**config.mk**
```make
export PLATFORM = sky130hd
export DESIGN_NAME = age_promote_arb
export DESIGN_NICKNAME = d
export VERILOG_FILES = /design/src/rtl/arb_pkg.sv /design/src/rtl/lat_avg.sv /design/src/rtl/age_calc.sv /design/src/rtl/oldest_tree.sv /design/src/rtl/age_promote_arb.sv
export SDC_FILE = /design/constraint.sdc
export NUM_CORES = 2
export LEC_CHECK = 0
export BUFFER_PORTS_ARGS = -buffer_cell sky130_fd_sc_hd__buf_2
export CORE_ASPECT_RATIO = 0.7
export CORE_MARGIN = 2
export CORE_UTILIZATION = 55
export CTS_BUF_LIST = sky130_fd_sc_hd__clkbuf_8
export CTS_CLUSTER_SIZE = 20
export DETAILED_ROUTE_END_ITERATION = 8
export PLACE_DENSITY_LB_ADDON = 0.08
export SYNTH_ARGS = -nofsm -noshare
export SYNTH_HDL_FRONTEND = slang
export SYNTH_HIERARCHICAL = 1
export SYNTH_SLANG_ARGS = --single-unit
export TNS_END_PERCENT = 30
```
**constraint.sdc**
```tcl
create_clock -name clk -period 24.9 [get_ports clk]
set_input_delay 1.245 -clock clk [delete_from_list [all_inputs] [get_ports clk]]
set_output_delay 1.245 -clock clk [all_outputs]
set_load 0.005 [all_outputs]
```
**src/rtl/arb_pkg.sv**
```systemverilog
`timescale 1ns/1ps
package arb_pkg;
  typedef enum logic {
    REGION_BOTTOM = 1'b0,
    REGION_TOP    = 1'b1
  } region_e;
endpackage

```
**src/rtl/lat_avg.sv**
```systemverilog
`timescale 1ns/1ps
module lat_avg #(
  parameter int LAT_W    = 16,
  parameter int EMA_SH   = 4,
  parameter int AVG_INIT = 64
) (
  input  logic             clk,
  input  logic             rst_n,
  input  logic             cmp_valid,
  input  logic [LAT_W-1:0] cmp_lat,
  output logic [LAT_W:0]   thr
);
  localparam int ACC_W = LAT_W + EMA_SH;
  localparam int TW    = LAT_W + 1;

  logic [ACC_W-1:0] acc_q, acc_d;
  logic [LAT_W-1:0] avg;

  // next state: exponential moving average, weight 2^-EMA_SH
  always_comb begin
    acc_d = acc_q;
    if (cmp_valid)
      acc_d = acc_q - (acc_q >> EMA_SH) + ACC_W'(cmp_lat);
  end

  always_ff @(posedge clk or negedge rst_n) begin
    if (!rst_n)
      acc_q <= ACC_W'(AVG_INIT * (2 ** EMA_SH));
    else if (cmp_valid)
      acc_q <= acc_d;
  end

  assign avg = acc_q[ACC_W-1:EMA_SH];

  // scale by 1 + 1/8 + 1/16 + 1/32 (about 1.2)
  assign thr = TW'(avg) + TW'(avg >> 3) + TW'(avg >> 4) + TW'(avg >> 5);

  assert_avg_hold_R4: assert property (@(posedge clk) disable iff (!rst_n)
    !cmp_valid |=> $stable(acc_q));
endmodule

```
**src/rtl/age_calc.sv**
```systemverilog
`timescale 1ns/1ps
module age_calc #(
  parameter int N     = 32,
  parameter int TS_W  = 16,
  parameter int LAT_W = 16
) (
  input  logic [TS_W-1:0]   ts_now,
  input  logic [N*TS_W-1:0] req_ts,
  input  logic [N-1:0]      req_valid,
  input  logic [LAT_W:0]    thr,
  output logic [N*TS_W-1:0] age,
  output logic [N-1:0]      urgent
);
  localparam int CW = ((TS_W > LAT_W + 1) ? TS_W : LAT_W + 1) + 1;

  for (genvar i = 0; i < N; i++) begin : g_slot
    logic [TS_W-1:0] a;
    assign a = ts_now - req_ts[i*TS_W +: TS_W];
    assign age[i*TS_W +: TS_W] = a;
    assign urgent[i] = req_valid[i] && (CW'(a) > CW'(thr));
  end
endmodule

```
**src/rtl/oldest_tree.sv**
```systemverilog
`timescale 1ns/1ps
module oldest_tree #(
  parameter int N     = 32,
  parameter int KEY_W = 17
) (
  input  logic [N-1:0]       cand,
  input  logic [N*KEY_W-1:0] key,
  output logic               win_valid,
  output logic [(N > 1 ? $clog2(N) : 1)-1:0] win_idx
);
  localparam int LVL   = (N > 1) ? $clog2(N) : 1;
  localparam int P     = 1 << LVL;
  localparam int NODES = 2 * P - 1;

  logic             lv [P];
  logic [KEY_W-1:0] lk [P];

  // pad leaves to a power of two
  for (genvar k = 0; k < P; k++) begin : g_leaf
    if (k < N) begin : g_real
      assign lv[k] = cand[k];
      assign lk[k] = key[k*KEY_W +: KEY_W];
    end else begin : g_pad
      assign lv[k] = 1'b0;
      assign lk[k] = '0;
    end
  end

  logic             nv [NODES];
  logic [KEY_W-1:0] nk [NODES];
  logic [LVL-1:0]   ni [NODES];

  // heap-ordered tree, left child holds lower indices and wins ties
  always_comb begin
    for (int k = 0; k < P; k++) begin
      nv[P-1+k] = lv[k];
      nk[P-1+k] = lk[k];
      ni[P-1+k] = LVL'(k);
    end
    for (int n = P - 2; n >= 0; n--) begin
      if (nv[2*n+2] && (!nv[2*n+1] || (nk[2*n+2] > nk[2*n+1]))) begin
        nv[n] = 1'b1;
        nk[n] = nk[2*n+2];
        ni[n] = ni[2*n+2];
      end else begin
        nv[n] = nv[2*n+1];
        nk[n] = nk[2*n+1];
        ni[n] = ni[2*n+1];
      end
    end
  end

  assign win_valid = nv[0];
  assign win_idx   = ni[0];
endmodule

```
**src/rtl/age_promote_arb.sv**
```systemverilog
`timescale 1ns/1ps
module age_promote_arb #(
  parameter int ENTRIES  = 32,
  parameter int TS_W     = 16,
  parameter int LAT_W    = 16,
  parameter int EMA_SH   = 4,
  parameter int AVG_INIT = 64
) (
  input  logic                    clk,
  input  logic                    rst_n,
  input  logic [ENTRIES-1:0]      req_valid,
  input  logic [ENTRIES-1:0]      req_top,
  input  logic [ENTRIES-1:0]      req_elig,
  input  logic [ENTRIES*TS_W-1:0] req_ts,
  input  logic                    cmp_valid,
  input  logic [LAT_W-1:0]        cmp_lat,
  output logic [TS_W-1:0]         ts_now,
  output logic [ENTRIES-1:0]      grant,
  output logic                    grant_urgent
);
  import arb_pkg::*;

  localparam int KEY_W = TS_W + 1;
  localparam int IDX_W = (ENTRIES > 1) ? $clog2(ENTRIES) : 1;

  // free-running timestamp
  logic [TS_W-1:0] ts_q, ts_d;
  always_comb ts_d = ts_q + TS_W'(1);
  always_ff @(posedge clk or negedge rst_n) begin
    if (!rst_n) ts_q <= '0;
    else        ts_q <= ts_d;
  end
  assign ts_now = ts_q;

  logic [LAT_W:0] thr;
  lat_avg #(.LAT_W(LAT_W), .EMA_SH(EMA_SH), .AVG_INIT(AVG_INIT)) u_avg (
    .clk(clk), .rst_n(rst_n), .cmp_valid(cmp_valid), .cmp_lat(cmp_lat), .thr(thr)
  );

  logic [ENTRIES*TS_W-1:0] age;
  logic [ENTRIES-1:0]      urgent;
  age_calc #(.N(ENTRIES), .TS_W(TS_W), .LAT_W(LAT_W)) u_age (
    .ts_now(ts_q), .req_ts(req_ts), .req_valid(req_valid), .thr(thr),
    .age(age), .urgent(urgent)
  );

  // bottom hold while any top request is starving
  logic               top_starve;
  logic [ENTRIES-1:0] cand;
  logic [ENTRIES*KEY_W-1:0] key;
  always_comb begin
    top_starve = 1'b0;
    for (int i = 0; i < ENTRIES; i++)
      if (urgent[i] && (region_e'(req_top[i]) == REGION_TOP)) top_starve = 1'b1;
    for (int i = 0; i < ENTRIES; i++) begin
      cand[i] = req_valid[i] && req_elig[i] &&
                !(top_starve && (region_e'(req_top[i]) == REGION_BOTTOM));
      key[i*KEY_W +: KEY_W] = {urgent[i], age[i*TS_W +: TS_W]};
    end
  end

  logic             win_valid;
  logic [IDX_W-1:0] win_idx;
  oldest_tree #(.N(ENTRIES), .KEY_W(KEY_W)) u_tree (
    .cand(cand), .key(key), .win_valid(win_valid), .win_idx(win_idx)
  );

  always_comb begin
    grant = '0;
    grant_urgent = 1'b0;
    if (win_valid) begin
      grant[win_idx] = 1'b1;
      grant_urgent   = urgent[win_idx];
    end
  end

  assert_onehot_R1: assert property (@(posedge clk) disable iff (!rst_n)
    $onehot0(grant));
  assert_grant_elig_R1: assert property (@(posedge clk) disable iff (!rst_n)
    (grant & ~(req_valid & req_elig)) == '0);
  assert_ts_step_R2: assert property (@(posedge clk) disable iff (!rst_n)
    1'b1 |=> ts_now == TS_W'($past(ts_now) + TS_W'(1)));
  assert_urgent_first_R6: assert property (@(posedge clk) disable iff (!rst_n)
    ((cand & urgent) != '0) |-> grant_urgent);
  assert_bottom_hold_R8: assert property (@(posedge clk) disable iff (!rst_n)
    ((urgent & req_top) != '0) |-> ((grant & ~req_top) == '0));
  assert_busy_R9: assert property (@(posedge clk) disable iff (!rst_n)
    (cand != '0) |-> (grant != '0));
  assert_urg_flag_R10: assert property (@(posedge clk) disable iff (!rst_n)
    (grant == '0) |-> !grant_urgent);
endmodule

```
==> out/metrics.csv <==
metric;value;unit
outcome;completed;
Synth-to-Final Area Change;9.24;%
share of post-route cells with drive strength above 1;11.0;%
Port-buffer cells;675;
vias;63700;
top cell type's share of synthesized area;33.1;%
Worst Skew;0.0182;ns
Die H;278;microns
Cells after DPL;9937;
Final Hold Vio Count;0;
1st-iter DRT viols;7918;
die area;110000;sq um
Starting Density;55.5;%
Max Cap Viol;0;
largest net degree at the start of global routing;38;
most common cell in the netlist;ha_1;
Post-Syn Nets;10100;
Horiz. Die Dim;395;microns
Synth cell types;98;
post-route design area;64400;sq um
Final period util;94.9;%
critical path class;reg -> out;
row count;100;
startpoint types;flop;
Mapped Cells;7874;
cell mode on critical path;ha_1;
I/O pin count;676;
setup bufs post-CTS;0;
Pins Over Slew Limit;0;
CP max stage delay;0.86;ns
final setup fails;0;
CTS Sinks;36;
first-pass GRT wire length;357000;microns
post-synthesis register bit count;36;
vias in the first global route;58300;
Clk pin slew, worst setup/hold paths;0.08;ns
routed len/inst;24.6;microns
CTS tree;built;
RSZ-0062 raised after global routing;no;
Fin Setup TNS;0;ns
Fillers;10000;
Post-Syn Area;59000;sq um
final worst path period need;23.64;ns
final cell count without fillers;9950;
Worst EP required;23.65;ns
fmax;0.0423;GHz
Core Area;106000;sq um
number of nets still failing antenna checks after routing;0;
Area contributors post-synth;ha_1 33%, inv_1 7.6%, mux2i_1 6.7%;
CTS Hold Bufs;0;
GRT Util Overall;42.1;%
GRT overflow;0;
worst-path cell with the longest stage delay;inv_2;
critical path fanouts, max;35;
clk root buf;clkbuf_8;
Yosys top cell by area;ha_1;
crit end category;output pin;
Final HPWL DP;202000;microns
CTS max path bufs;2;
worst skew pair latency;0.31;ns
via/cell ratio;6.40;
Post-synth EDFFs;0;
initial antenna violation count;14;
GP Congestion;1.08;
commonest cells in the netlist;1559 x ha_1, 1187 x inv_1, 691 x a21oi_1;
HP Class;reg -> reg;
YS warnings;6;
Layout Nets;10800;
Avg Cell Area, Syn;7.49;sq um
cts bufs inserted;5;
Rel. slew slack;15.8;%
drt drc;0;
Pre-antenna DRT Iters;6;
Worst EP arrival;22.40;ns
share of flip-flops with an asynchronous set or reset;100;%
DP Area;64300;sq um
overall routed net length;244000;microns
Main synth FF type;dfrtp_1;
Worst Tran Pin Value;1.26;ns
H-tree depth;2;
part of the Yosys area used for sequential elements;1.53;%
[path summary, 6_finish.rpt]
kind / start / end / slack [ns] / cells after the start
setup / recovery: u_avg/acc_q[9]$_DFFE_PN0P_ / grant_urgent / 1.26 / 74
hold / removal: u_avg/acc_q[10]$_DFFE_PN1P_ / u_avg/acc_q[10]$_DFFE_PN1P_ / 0.55 / 2
setup reg to reg: u_avg/acc_q[10]$_DFFE_PN1P_ / u_avg/acc_q[19]$_DFFE_PN0P_ / 21.42 / 10
hold reg to reg: u_avg/acc_q[10]$_DFFE_PN1P_ / u_avg/acc_q[10]$_DFFE_PN1P_ / 0.55 / 2
max in group asynchronous: rst_n / ts_now[12]$_DFF_PN0_ / 23.14 / 1
min in group asynchronous: rst_n / u_avg/acc_q[17]$_DFFE_PN0P_ / 1.07 / 1
[layout by cell type (no fill, tap or decap), types with 36 or more instances in the layout]
| master | count |
|---|---|
| a211oi_1 | 73 |
| a21o_1 | 355 |
| a21oi_1 | 684 |
| a22oi_1 | 49 |
| a31oi_1 | 36 |
| and3_1 | 65 |
| and4_1 | 43 |
| buf_2 | 675 |
| buf_4 | 80 |
| fa_1 | 71 |
| ha_1 | 1558 |
| inv_1 | 1170 |
| mux2i_1 | 396 |
| nand2_1 | 402 |
| nand2b_1 | 77 |
| nand3_1 | 206 |
| nand4_1 | 208 |
| nor2_1 | 413 |
| nor2b_1 | 151 |
| nor3_1 | 109 |
| o211a_1 | 42 |
| o211ai_1 | 71 |
| o21a_1 | 82 |
| o21ai_0 | 278 |
| o21bai_1 | 61 |
| o22ai_1 | 54 |
| xnor2_1 | 339 |
| xor2_1 | 133 |
[per-stage QoR]
step,worst slack (ns),hold WS [ns],util [%]
floorplan,6.81,0.486,-
global placement,2.63,0.510,60.5
detailed placement,2.36,0.531,60.5
CTS,1.92,0.548,60.6
global route,0.0889,0.568,60.6
finish,1.26,0.550,60.6
[sequential cells by signal, indices dropped and copies added, names as in the netlist]
| register | count |
|---|---|
| ts_now | 16 |
| u_avg/acc_q | 20 |
[cell type report]
type	instances	area, sq um	area share (%)
Antenna cell	5	12.5	0.0194
Clock buffer	5	68.8	0.107
Clock inverter	3	18.8	0.0291
Inverter	1190	4470	6.93
Multi-Input combinational cell	6526	53100	82.5
Sequential cell	36	933	1.45
Tap cell	1428	1790	2.77
Timing Repair Buffer	757	4020	6.24
[logic make-up (layout without fill, tap and decap cells)]
group / Yosys count / after routing / synth area share (%)
compound gates: 2189 / 2189 / 24.8
xor+xnor: 472 / 472 / 7.01
fa+ha+maj: 1630 / 1630 / 35.5
buf+inv: 1312 / 1955 / 8.55
flops: 36 / 36 / 1.53
mux: 418 / 418 / 7.14
other cells: 0 / 5 / 0
simple gates: 1817 / 1817 / 15.5
[per-layer routing]
metal / vias to the layer above / GRT usage [%] / share of wire [%]
li1: 29900 / - / -
met1: 29600 / 60.7 / 44
met2: 3636 / 61.4 / 40
met3: 516 / 7.80 / 12
met4: 12 / 16.0 / 4.5
met5: - / 0 / 0.026
[worst max-delay path, delay by kind of cell (launching register included)]
family	cells	cell delay (ns)
compound gates	34	9.40
mux	1	0.20
simple gates	20	4.98
xor+xnor	1	0.10
flops	1	0.43
fa+ha+maj	9	3.30
buf+inv	9	3.57
[repair_timing]
item / CTS / global route
hold endpoints to repair: 0 / 0
endpoints found under the setup margin: 0 / 1
gates resized for setup: 0 / 1
Power is not shown: default switching activity piles up to over one toggle a cycle in this logic, so the estimate is an artifact.
